**config.mk**
```make
export PLATFORM = sky130hd
export DESIGN_NAME = acfg_bank
export DESIGN_NICKNAME = d
export VERILOG_FILES = /design/src/rtl/acfg_pkg.sv /design/src/rtl/acfg_decode.sv /design/src/rtl/acfg_regs.sv /design/src/rtl/acfg_entry.sv /design/src/rtl/acfg_bank.sv
export SDC_FILE = /design/constraint.sdc
export NUM_CORES = 1
export LEC_CHECK = 0
export ABC_AREA = 0
export BUFFER_PORTS_ARGS = -buffer_cell sky130_fd_sc_hd__buf_2
export CORE_ASPECT_RATIO = 1.25
export CORE_MARGIN = 1.5
export CORE_UTILIZATION = 30
export DETAILED_ROUTE_END_ITERATION = 10
export PLACE_DENSITY = 0.7
export REMOVE_ABC_BUFFERS = 1
export SETUP_SLACK_MARGIN = 0.15
export SLEW_MARGIN = 20
export SYNTH_ARGS = -nofsm -noshare
export SYNTH_HDL_FRONTEND = slang
export SYNTH_SLANG_ARGS = --single-unit
```
**constraint.sdc**
```tcl
create_clock -name clk -period 1 [get_ports clk]
set_input_delay 0.05 -clock clk [delete_from_list [all_inputs] [get_ports clk]]
set_output_delay 0.05 -clock clk [all_outputs]
set_load 0.005 [all_outputs]
```
**src/rtl/acfg_pkg.sv**
```systemverilog
package acfg_pkg;

   // register indices: the decode relies on these values
   localparam int unsigned IX_IDENT = 0;
   localparam int unsigned IX_OSCTL = 1;
   localparam int unsigned IX_MAIN  = 2;

   // bit positions that feed the mode-entry logic
   localparam int unsigned EN_BIT = 0;
   localparam int unsigned CV_BIT = 1;

   typedef enum logic [1:0] {
      RSEL_ZERO  = 2'd0,
      RSEL_IDENT = 2'd1,
      RSEL_OSCTL = 2'd2,
      RSEL_MAIN  = 2'd3
   } rsel_e;

   typedef struct packed {
      logic  wr_os;
      logic  wr_main;
      logic  fault;
      logic  rd_en;
      rsel_e rsel;
   } acc_dec_t;

endpackage

```
**src/rtl/acfg_decode.sv**
```systemverilog
module acfg_decode
   import acfg_pkg::*;
#(
   parameter int unsigned IDX_W = 4,
   parameter bit          LITE  = 1'b0
) (
   input  logic             stb,
   input  logic             wr,
   input  logic [IDX_W-1:0] idx,
   input  logic             priv,
   output acc_dec_t         dec
);

   localparam logic [IDX_W-1:0] K_IDENT = IDX_W'(IX_IDENT);
   localparam logic [IDX_W-1:0] K_OSCTL = IDX_W'(IX_OSCTL);
   localparam logic [IDX_W-1:0] K_MAIN  = IDX_W'(IX_MAIN);

   generate
      if (LITE) begin : g_lite
         logic unused_dec;
         assign unused_dec = ^{stb, wr, idx, priv};
         assign dec = '0;
      end else begin : g_full
         always_comb begin
            dec      = '0;
            dec.rsel = RSEL_ZERO;
            if (stb) begin
               unique case (idx)
                  K_IDENT: begin
                     if (!wr) begin
                        dec.rd_en = 1'b1;
                        dec.rsel  = RSEL_IDENT;
                     end
                  end
                  K_OSCTL: begin
                     if (!priv) begin
                        dec.fault = 1'b1;
                     end else if (wr) begin
                        dec.wr_os = 1'b1;
                     end else begin
                        dec.rd_en = 1'b1;
                        dec.rsel  = RSEL_OSCTL;
                     end
                  end
                  K_MAIN: begin
                     if (wr) begin
                        dec.wr_main = 1'b1;
                     end else if (priv) begin
                        dec.rd_en = 1'b1;
                        dec.rsel  = RSEL_MAIN;
                     end
                  end
                  default: begin
                     dec.rsel = RSEL_ZERO;
                  end
               endcase
            end
         end
      end
   endgenerate

endmodule

```
**src/rtl/acfg_regs.sv**
```systemverilog
module acfg_regs
   import acfg_pkg::*;
#(
   parameter int unsigned   DW         = 32,
   parameter logic [DW-1:0] ID_VAL     = 32'h4A10_0C01,
   parameter logic [DW-1:0] OS_WMASK   = 32'h0000_0003,
   parameter logic [DW-1:0] MAIN_WMASK = 32'h0000_000F,
   parameter bit            LITE       = 1'b0
) (
   input  logic          clk,
   input  logic          rst_n,
   input  acc_dec_t      dec,
   input  logic [DW-1:0] wdata,
   output logic [DW-1:0] rdata,
   output logic          fault,
   output logic          cfg_en,
   output logic          cfg_valid
);

   generate
      if (LITE) begin : g_lite
         logic unused_regs;
         assign unused_regs = ^{clk, rst_n, dec, wdata};
         assign rdata     = '0;
         assign fault     = 1'b0;
         assign cfg_en    = 1'b0;
         assign cfg_valid = 1'b0;
      end else begin : g_full
         logic [DW-1:0] os_q;
         logic [DW-1:0] main_q;
         logic [DW-1:0] rd_mux;
         logic [DW-1:0] rdata_q;
         logic          fault_q;

         always_ff @(posedge clk or negedge rst_n) begin
            if (!rst_n) begin
               os_q <= '0;
            end else if (dec.wr_os) begin
               os_q <= wdata & OS_WMASK;
            end
         end

         always_ff @(posedge clk or negedge rst_n) begin
            if (!rst_n) begin
               main_q <= '0;
            end else if (dec.wr_main) begin
               main_q <= wdata & MAIN_WMASK;
            end
         end

         always_comb begin
            unique case (dec.rsel)
               RSEL_IDENT: rd_mux = ID_VAL;
               RSEL_OSCTL: rd_mux = os_q;
               RSEL_MAIN:  rd_mux = main_q;
               default:    rd_mux = '0;
            endcase
         end

         always_ff @(posedge clk or negedge rst_n) begin
            if (!rst_n) begin
               rdata_q <= '0;
               fault_q <= 1'b0;
            end else begin
               rdata_q <= dec.rd_en ? rd_mux : '0;
               fault_q <= dec.fault;
            end
         end

         assign rdata     = rdata_q;
         assign fault     = fault_q;
         assign cfg_en    = main_q[EN_BIT];
         assign cfg_valid = os_q[CV_BIT];
      end
   endgenerate

endmodule

```
**src/rtl/acfg_entry.sv**
```systemverilog
module acfg_entry #(
   parameter bit LITE = 1'b0
) (
   input  logic br_req,
   input  logic cfg_en,
   input  logic cfg_valid,
   output logic br_accel,
   output logic br_plain
);

   logic grant;

   generate
      if (LITE) begin : g_lite
         logic unused_entry;
         assign unused_entry = cfg_en ^ cfg_valid;
         assign grant = 1'b0;
      end else begin : g_full
         assign grant = cfg_en & cfg_valid;
      end
   endgenerate

   assign br_accel = br_req & grant;
   assign br_plain = br_req & ~grant;

endmodule

```
**src/rtl/acfg_bank.sv**
```systemverilog
module acfg_bank
   import acfg_pkg::*;
#(
   parameter int unsigned   DW         = 32,
   parameter int unsigned   IDX_W      = 4,
   parameter logic [DW-1:0] ID_VAL     = 32'h4A10_0C01,
   parameter logic [DW-1:0] OS_WMASK   = 32'h0000_0003,
   parameter logic [DW-1:0] MAIN_WMASK = 32'h0000_000F,
   parameter bit            LITE       = 1'b0
) (
   input  logic             clk,
   input  logic             rst_n,
   input  logic             cp_stb,
   input  logic             cp_wr,
   input  logic [IDX_W-1:0] cp_idx,
   input  logic             cp_priv,
   input  logic [DW-1:0]    cp_wdata,
   output logic [DW-1:0]    cp_rdata,
   output logic             cp_fault,
   input  logic             br_req,
   output logic             br_accel,
   output logic             br_plain,
   output logic             cfg_en,
   output logic             cfg_valid
);

   generate
      if (DW < 2) begin : g_bad_dw
         $error("acfg_bank: DW must be at least 2");
      end
      if (IDX_W < 2) begin : g_bad_idx
         $error("acfg_bank: IDX_W must hold index 2");
      end
      if (OS_WMASK[CV_BIT] == 1'b0) begin : g_bad_osmask
         $error("acfg_bank: OS_WMASK must keep the valid bit writable");
      end
      if (MAIN_WMASK[EN_BIT] == 1'b0) begin : g_bad_mainmask
         $error("acfg_bank: MAIN_WMASK must keep the enable bit writable");
      end
   endgenerate

   acc_dec_t dec;

   acfg_decode #(
      .IDX_W (IDX_W),
      .LITE  (LITE)
   ) u_dec (
      .stb  (cp_stb),
      .wr   (cp_wr),
      .idx  (cp_idx),
      .priv (cp_priv),
      .dec  (dec)
   );

   acfg_regs #(
      .DW         (DW),
      .ID_VAL     (ID_VAL),
      .OS_WMASK   (OS_WMASK),
      .MAIN_WMASK (MAIN_WMASK),
      .LITE       (LITE)
   ) u_regs (
      .clk       (clk),
      .rst_n     (rst_n),
      .dec       (dec),
      .wdata     (cp_wdata),
      .rdata     (cp_rdata),
      .fault     (cp_fault),
      .cfg_en    (cfg_en),
      .cfg_valid (cfg_valid)
   );

   acfg_entry #(
      .LITE (LITE)
   ) u_entry (
      .br_req    (br_req),
      .cfg_en    (cfg_en),
      .cfg_valid (cfg_valid),
      .br_accel  (br_accel),
      .br_plain  (br_plain)
   );

endmodule

```
==> results of run 1 <==
-- power by group --
group / switching [uW] / internal [uW] / leakage [uW]
clock: 163 / 221 / 0.0000210
sequential: 39.7 / 529 / 0.000161
combinational: 120 / 177 / 0.000378
total: 323 / 927 / 0.000560
-- state kept, by name (all words and copies together), names as in the netlist --
name	count
u_regs.g_full.main_q	4
u_regs.g_full.os_q	2
u_regs.fault	1
u_regs.rdata	5
-- layout make-up --
cell class	count	area, um^2
Timing Repair Buffer	39	269
Sequential cell	12	300
Clock buffer	4	36.3
Fill cell	242	1410
Inverter	1	3.75
Tap cell	33	41.3
Multi-Input combinational cell	53	370
-- Yosys cell counts, drive strengths merged --
| library cell | n |
|---|---|
| a21boi | 1 |
| a21oi | 2 |
| and2 | 2 |
| and3 | 3 |
| buf | 28 |
| conb | 1 |
| dfrtp | 12 |
| inv | 1 |
| mux2 | 6 |
| mux2i | 1 |
| nand2 | 3 |
| nand3 | 1 |
| nand3b | 1 |
| nor2 | 2 |
| nor2b | 2 |
| nor3 | 3 |
| nor3b | 1 |
| nor4b | 1 |
| o211ai | 1 |
| xor2 | 1 |
-- metal layers --
metal / vias to the layer above / wire length, um
met5: - / 0
met4: 0 / 27
met3: 3 / 138
met2: 40 / 855
met1: 261 / 533
li1: 264 / -
-- path summary, 6_finish.rpt --
kind / from / end / slack [ps] / cells after the start
setup / recovery: u_regs.g_full.main_q[0] / u_regs.g_full.main_q[0] / -50 / 3
hold / removal: cp_wdata[2] / u_regs.g_full.main_q[2] / 7 / 2
setup reg to reg: u_regs.g_full.main_q[0] / u_regs.g_full.main_q[0] / -50 / 3
hold reg to reg: u_regs.g_full.main_q[3] / u_regs.rdata[3] / 500 / 1
max in group asynchronous: rst_n / u_regs.fault / 620 / 2
min in group asynchronous: rst_n / u_regs.rdata[3] / 170 / 2
-- timing repair --
item,in CTS,in global routing
pin swaps,4,5
endpoints found under the setup margin,15,19
setup buffers,2,2
endpoints found under the hold margin,13,0
gates resized for setup,9,13
hold buffers,2,0
-- kinds of logic after synthesis --
group | after synthesis | share of synthesized area (%)
flops | 12 | 39.4
simple gates | 19 | 14.9
compound gates | 4 | 3.28
buf+inv | 29 | 28.6
xor+xnor | 1 | 1.15
mux | 7 | 12.2
other cells | 1 | 0.492
-- metrics by stage --
stage / TNS [ps] / setup WS (ps)
finish: -123 / -48.4
global route: -221 / -87.4
CTS: -93.3 / -59.3
detailed placement: -1290 / -263
global placement: -1230 / -250
floorplan: -177 / -44.1
-- critical path: cells and delay by family, from the launching register on --
kind	cells	cell delay, ps
buffers and inverters	2	250
flip-flops	1	420
multiplexers	1	260
==> results.sh, run 1 <==
export IMPL_crit_type="reg2reg"
export IMPL_die_h_um=59.3
export IMPL_dpl_cell_count=132
export IMPL_layout_common_cells="buf_2, conb_1, dfrtp_1"
export IMPL_critPathRequiredTime_ps=1160
export IMPL_power_total_uw=1250
export IMPL_grt_max_degree=13
export IMPL_ys_ff_latch=12
export IMPL_rsz0062_at_grt="yes"
export IMPL_fin_util_pct=42.1
export IMPL_cts_buffers=3
export IMPL_finalHoldViolCount=0
export IMPL_drive_gt1_share_pct=50.5
export IMPL_overflow=0
export IMPL_die_x_um=48.1
export IMPL_synth_seq_area_share_pct=39.4
export IMPL_synth_area_leaders="dfrtp_1, buf_4, mux2_4"
export IMPL_netlist_area_um2=762
export IMPL_ctsRootBufferMaster="clkbuf_4"
export IMPL_setup_violations_final=3
export IMPL_slowest_delay_ps=420
export IMPL_dr_pass1_iters=3
export IMPL_final_common_cell="buf_2"
export IMPL_cts_reportedPaths_clkPinSlew_ps=70
export IMPL_use_met1_pct=11.0
export IMPL_routedWlPerCell_um=11.0
export IMPL_max_cap_viol_count=0
export IMPL_dp_hpwl_um=1040
export IMPL_cp_max_fo=4
export IMPL_rows=20
export IMPL_drtIter0Drc=4
export IMPL_cts_buffer_depth=2
export IMPL_num_vias=568
export IMPL_status="complete, but fails checks"
export IMPL_via_per_inst=4.00
export IMPL_worstPathCellList="buf_4 -> buf_6 -> mux2_4"
export IMPL_synth_largest_area_cell="dfrtp_1"
export IMPL_cts_tree="done"
export IMPL_area_growth_pct=34.0
export IMPL_arrival_ps=1210
export IMPL_p_per_area_mw_per_mm2=1220
export IMPL_cp_end_kind="flip-flop"
export IMPL_ioPinCount=79
export IMPL_yosys_warnings=0
export IMPL_final_area_mm2=0.00102
export IMPL_fin_crit_sh_pct=105
export IMPL_synthCells=73
export IMPL_wl_um=1560
export IMPL_antennaDiodeCount=0
export IMPL_nets=152
export IMPL_htreeDepth=1
export IMPL_grt_first_pass_wirelength_um=2080
export IMPL_io_buffers=28
export IMPL_core_area_mm2=0.00243
export IMPL_avgSynthCellArea_um2=10.4
export IMPL_die_area_mm2=0.00285
export IMPL_grt_use_total_pct=11.1
export IMPL_grt_use_met2_pct=18.5
export IMPL_crit_path_start_kind="flip-flop"
export IMPL_fmax_mhz=954
export IMPL_start_util_pct=31.4
export IMPL_p_leak_uw=0.000560
export IMPL_crit_path_top_delay_cell="dfrtp_1"
export IMPL_skew_ps=1.75
export IMPL_synth_cell_types=23
export IMPL_postLayoutSetupSlackWorst_ps=-48.4
export IMPL_fin_hold_ws_ps=6.53
export IMPL_synth_top_area_share_pct=39.4
export IMPL_clock_sinks=12
export IMPL_ant_nets=0
export IMPL_instances_no_fill=142
export IMPL_finalMaxSlewViolations=0
export IMPL_min_path_type="in2reg"
export IMPL_clock_latency_ps=270
export IMPL_violations="setup timing"
export IMPL_placed_area_um2=846
export IMPL_min_period_ps=1050
export IMPL_grt_pass1_vias=508
export IMPL_busiest_layer="met2"
export IMPL_drc=0
export IMPL_antenna_found_initial=0
export IMPL_irDropWorstVdd_v=0.000592
export IMPL_globalplace_congestion=0.872
export IMPL_use_met3_pct=3.66
Power figures use the tool's default switching activity.
==> run 2: changes to the inputs <==
--- a/config.mk
+++ b/config.mk
@@ -6,12 +6,11 @@
 export NUM_CORES = 1
 export LEC_CHECK = 0
 export ABC_AREA = 0
-export BUFFER_PORTS_ARGS = -buffer_cell sky130_fd_sc_hd__buf_2
 export CORE_ASPECT_RATIO = 1.25
 export CORE_MARGIN = 1.5
 export CORE_UTILIZATION = 30
 export DETAILED_ROUTE_END_ITERATION = 10
-export PLACE_DENSITY = 0.7
+export DONT_BUFFER_PORTS = 1
 export REMOVE_ABC_BUFFERS = 1
 export SETUP_SLACK_MARGIN = 0.15
 export SLEW_MARGIN = 20
==> constraint.sdc (replaced) <==
create_clock -name clk -period 1 [get_ports clk]
set_input_delay 0.05 -clock clk [delete_from_list [all_inputs] [get_ports clk]]
set_output_delay 0.05 -clock clk [all_outputs]
set_load 0.02 [all_outputs]
==> results.sh, run 2 (synthesis gave the netlist of run 1 again) <==
export IMPL_fmax_mhz=949
export IMPL_final_common_cell="conb_1"
export IMPL_largest_reg_flops=5
export IMPL_ctsRootBufferMaster="clkbuf_4"
export IMPL_antenna_found_initial=0
export IMPL_status="complete, but fails checks"
export IMPL_io_buffers=0
export IMPL_crit_path_start_kind="flip-flop"
export IMPL_grt_first_pass_wirelength_um=1990
export IMPL_place_ws_ps=-158
export IMPL_core_area_mm2=0.00243
export IMPL_via_per_inst=3.87
export IMPL_clockPowerShare_pct=28.8
export IMPL_antennaDiodeCount=0
export IMPL_dp_hpwl_um=975
export IMPL_p_per_area_mw_per_mm2=1420
export IMPL_maxSlewHeadroom_pct=65.4
export IMPL_finalHoldViolCount=2
export IMPL_worstPathCellList="buf_4 -> buf_6 -> mux2_4"
export IMPL_die_x_um=48.1
export IMPL_grt_max_degree=13
export IMPL_p_int_uw=931
export IMPL_slowest_delay_ps=440
export IMPL_critPathRequiredTime_ps=1140
export IMPL_grt_use_total_pct=10.4
export IMPL_cts_buffer_depth=2
export IMPL_skew_ps=6.52
export IMPL_ioPinCount=79
export IMPL_min_period_ps=1050
export IMPL_setup_violations_final=5
export IMPL_power_total_uw=1290
export IMPL_htreeDepth=1
export IMPL_num_vias=468
export IMPL_drc=0
export IMPL_ant_nets=0
export IMPL_fin_hold_ws_ps=-152
export IMPL_min_path_type="in2reg"
export IMPL_tightest_slew_ps=518
export IMPL_die_area_mm2=0.00285
export IMPL_nFillCells=269
export IMPL_start_util_pct=31.4
export IMPL_crit_type="reg2reg"
export IMPL_crit_path_top_delay_cell="dfrtp_2"
export IMPL_cts_buffers=3
export IMPL_overflow=0
export IMPL_violations="hold timing, setup timing"
export IMPL_ctsHoldBuffers=8
export IMPL_nets=131
export IMPL_postLayoutSetupSlackWorst_ps=-53.3
export IMPL_final_area_um2=907
export IMPL_cts_tree="done"
export IMPL_area_growth_pct=19.0
export IMPL_rows=20
export IMPL_cp_end_kind="flip-flop"
export IMPL_power_frac_seq_pct=44.5
export IMPL_rsz0062_at_grt="yes"
export IMPL_cts_reportedPaths_clkPinSlew_ps=80
export IMPL_arrival_ps=1200
export IMPL_placed_area_um2=718
export IMPL_layout_common_cells="conb_1, dfrtp_1, dlygate4sd3_1"
export IMPL_cp_buffers_inverters=2
export IMPL_max_cap_viol_count=0
export IMPL_p_leak_uw=0.000446
export IMPL_drive_gt1_share_pct=30.7
export IMPL_crit_family="flip-flops"
export IMPL_drtIter0Drc=4
export IMPL_wl_um=1310
export IMPL_power_switching_uw=358
export IMPL_clock_latency_ps=260
export IMPL_grt_pass1_vias=471
export IMPL_cp_max_fo=4
export IMPL_combPwrFrac_pct=26.7
export IMPL_routedWlPerCell_um=10.8
export IMPL_dr_pass1_iters=4
export IMPL_switching_share_pct=27.8
export IMPL_clock_sinks=12
export IMPL_fin_util_pct=37.4
export IMPL_finalMaxSlewViolations=0
export IMPL_irDropWorstVdd_v=0.000478
export IMPL_fin_crit_sh_pct=105
export IMPL_die_h_um=59.3
export IMPL_globalplace_congestion=0.664
## run 2: cell count changes in the layout (fill, tap and decap cells not counted), moves of 2 or more
cell,before,now
dfrtp_2,0,2
dlygate4sd3_1,2,8
buf_8,2,0
nor2_1,0,2
nor2_2,2,0
buf_2,25,0
dfrtp_1,12,10
## run 2: timing repair
item	CTS	global route
pin swaps	3	2
setup buffers	3	2
resized for setup	4	9
hold endpoints to repair	21	2
gates cloned	0	0
setup endpoints to repair	15	15
## run 2: power groups by stage
stage          clock network (uW)  registers, uW  logic [uW]
6_report                      371            574         344
5_1_grt                       428            578         367
4_1_cts                       383            564         297
3_5_place_dp                    0            576         221
3_3_place_gp                    0            573         217
2_1_floorplan                   0            583         162
## run 2: worst paths after layout
kind,from,end,slack (ps),cells past startpoint
max in group asynchronous,rst_n,u_regs.g_full.main_q[0],430,1
hold / removal,cp_idx[0],u_regs.rdata[27],-150,1
setup reg to reg,u_regs.g_full.main_q[0],u_regs.g_full.main_q[0],-50,3
setup / recovery,u_regs.g_full.main_q[0],u_regs.g_full.main_q[0],-50,3
min in group asynchronous,rst_n,u_regs.rdata[0],190,1
hold reg to reg,u_regs.g_full.main_q[2],u_regs.rdata[2],510,1
## run 2: layout make-up
| type | instances | area [um^2] | share of cell area [%] |
|---|---|---|---|
| flip-flops and latches | 12 | 303 | 33.4 |
| inverters | 1 | 3.75 | 0.414 |
| well taps | 33 | 41.3 | 4.55 |
| multi-input cells | 53 | 337 | 37.1 |
| clock buffers | 4 | 36.3 | 4.00 |
| repair buffers | 18 | 186 | 20.6 |
## run 2: per-stage QoR
stage               cells  hold slack [ps]  TNS [ps]
finish                121             -152      -104
detailed placement    104             -245      -622
global placement      104             -245      -414
global route          121             -182      -329
floorplan              66             -246      -551
CTS                   119             -156     -62.4
## run 2: layer usage
layer	wire length (um)	global-route usage [%]	up-vias
li1	-	-	222
met1	451	10.5	222
met2	738	18.1	24
met3	120	3.66	0
met4	0	4.63	0
met5	0	0	-
==> run 3: changes to the inputs <==
--- a/config.mk
+++ b/config.mk
@@ -11,6 +11,7 @@
 export CORE_UTILIZATION = 30
 export DETAILED_ROUTE_END_ITERATION = 10
 export DONT_BUFFER_PORTS = 1
+export PLACE_DENSITY = 0.5
 export REMOVE_ABC_BUFFERS = 1
 export SETUP_SLACK_MARGIN = 0.15
 export SLEW_MARGIN = 20
==> results.sh, run 3 (synthesis gave the netlist of run 1 again) <==
export IMPL_status="complete, but fails checks"
export IMPL_violations="hold timing, setup timing"
export IMPL_dr_pass1_iters=4
export IMPL_overflow=0
export IMPL_crit_type="reg2reg"
export IMPL_drive_gt1_share_pct=28.1
export IMPL_ctsRootBufferMaster="clkbuf_4"
export IMPL_p_per_area_mw_per_mm2=1410
export IMPL_nFillCells=258
export IMPL_cts_buffers=3
export IMPL_grt_use_met2_pct=18.3
export IMPL_placed_area_um2=718
export IMPL_die_h_um=59.3
export IMPL_irDropWorstVdd_v=0.000397
export IMPL_max_cap_viol_count=0
export IMPL_antennaDiodeCount=0
export IMPL_cp_max_fo=4
export IMPL_dp_hpwl_um=1020
export IMPL_crit_path_start_kind="flip-flop"
export IMPL_rows=20
export IMPL_use_met1_pct=9.96
export IMPL_final_common_cell="conb_1"
export IMPL_wl_um=1300
export IMPL_cts_reportedPaths_clkPinSlew_ps=80
export IMPL_crit_path_top_delay_cell="dfrtp_1"
export IMPL_setup_tns_final_ps=-57.5
export IMPL_num_vias=475
export IMPL_routedWlPerCell_um=10.7
export IMPL_critPathRequiredTime_ps=1150
export IMPL_p_leak_uw=0.000452
export IMPL_setup_violations_final=2
export IMPL_die_x_um=48.1
export IMPL_grt_use_total_pct=10.1
export IMPL_core_area_mm2=0.00243
export IMPL_largest_reg_flops=5
export IMPL_layout_common_cells="conb_1, dfrtp_1, dlygate4sd3_1"
export IMPL_drc=0
export IMPL_via_per_inst=3.89
export IMPL_grt_first_pass_wirelength_um=2000
export IMPL_fmax_mhz=971
export IMPL_use_met3_pct=2.13
export IMPL_slowest_delay_ps=410
export IMPL_maxSlewHeadroom_pct=64.8
export IMPL_finalMaxSlewViolations=0
export IMPL_start_util_pct=31.4
export IMPL_crit_family="flip-flops"
export IMPL_ant_nets=0
export IMPL_drtIter0Drc=8
export IMPL_busiest_layer="met2"
export IMPL_fin_crit_sh_pct=103
export IMPL_rsz0062_at_grt="yes"
export IMPL_grt_pass1_vias=462
export IMPL_die_area_mm2=0.00285
export IMPL_antenna_found_initial=0
export IMPL_grt_max_degree=13
export IMPL_ioPinCount=79
export IMPL_cp_buffers_inverters=2
export IMPL_cp_end_kind="flip-flop"
export IMPL_min_path_type="in2reg"
export IMPL_min_period_ps=1030
export IMPL_clock_latency_ps=260
export IMPL_htreeDepth=1
export IMPL_globalplace_congestion=0.836
export IMPL_arrival_ps=1180
export IMPL_instances_no_fill=122
export IMPL_postLayoutSetupSlackWorst_ps=-30.1
export IMPL_final_area_um2=911
export IMPL_nets=132
export IMPL_area_growth_pct=19.5
export IMPL_fin_hold_ws_ps=-160
export IMPL_tightest_slew_ps=526
export IMPL_worstPathCellList="buf_4 -> buf_6 -> mux2_4"
export IMPL_finalHoldViolCount=2
export IMPL_cts_buffer_depth=2
export IMPL_cts_tree="done"
export IMPL_skew_ps=5.62
export IMPL_dpl_cell_count=104
export IMPL_io_buffers=0
export IMPL_clock_sinks=12
## run 3: layout make-up
cell class | count | area (um^2) | area share, %
sequential | 12 | 300 | 33.0
multi-input combinational | 53 | 337 | 37.0
timing repair buffer | 19 | 193 | 21.2
tap | 33 | 41.3 | 4.53
inverter | 1 | 3.75 | 0.412
clock buffer | 4 | 36.3 | 3.98
## run 3: metrics by stage
step	hold WS (ps)	utilization [%]	total power [uW]	worst slack, ps
after floorplan	-246	-	745	-59.9
after global placement	-245	29.6	791	-113
after detailed placement	-245	29.6	797	-129
after CTS	-167	36.1	1270	-42.1
after global routing	-176	37.5	1360	-85.5
final	-160	37.5	1280	-30.1
## run 3: power by group
group | total (uW) | internal (uW) | switching (uW)
registers | 563 | 529 | 33.7
logic | 348 | 174 | 174
clock network | 372 | 221 | 151
total | 1280 | 924 | 358
## run 3: routing by layer
layer	vias to the layer above	share of wire, %	routed length (um)
met5	-	0	0
met4	0	1.3	17
met3	2	6.2	81
met2	22	60	781
met1	227	32	422
li1	224	-	-
## run 3: worst reg2reg max path, cell delays in order (launching register included)
cell and delay [ps]:
dfrtp_1 410, buf_4 150, buf_6 110, mux2_4 250
## run 3: timing repair
item | in CTS | in global routing
endpoints found under the hold margin | 21 | 3
setup endpoints to repair | 11 | 14
hold buffers | 8 | 1
pin swaps | 2 | 0
gates resized for setup | 5 | 4
cloned | 0 | 0
buffers inserted | 4 | 1
## run 3: final timing paths
check	startpoint	end	slack (ps)	cells past startpoint
setup / recovery	u_regs.g_full.main_q[0]	u_regs.g_full.main_q[0]	-30	3
hold / removal	cp_idx[0]	u_regs.rdata[27]	-160	1
setup reg to reg	u_regs.g_full.main_q[0]	u_regs.g_full.main_q[0]	-30	3
hold reg to reg	u_regs.g_full.main_q[2]	u_regs.rdata[2]	500	1
max in group asynchronous	rst_n	u_regs.g_full.main_q[2]	450	1
min in group asynchronous	rst_n	u_regs.rdata[0]	190	1
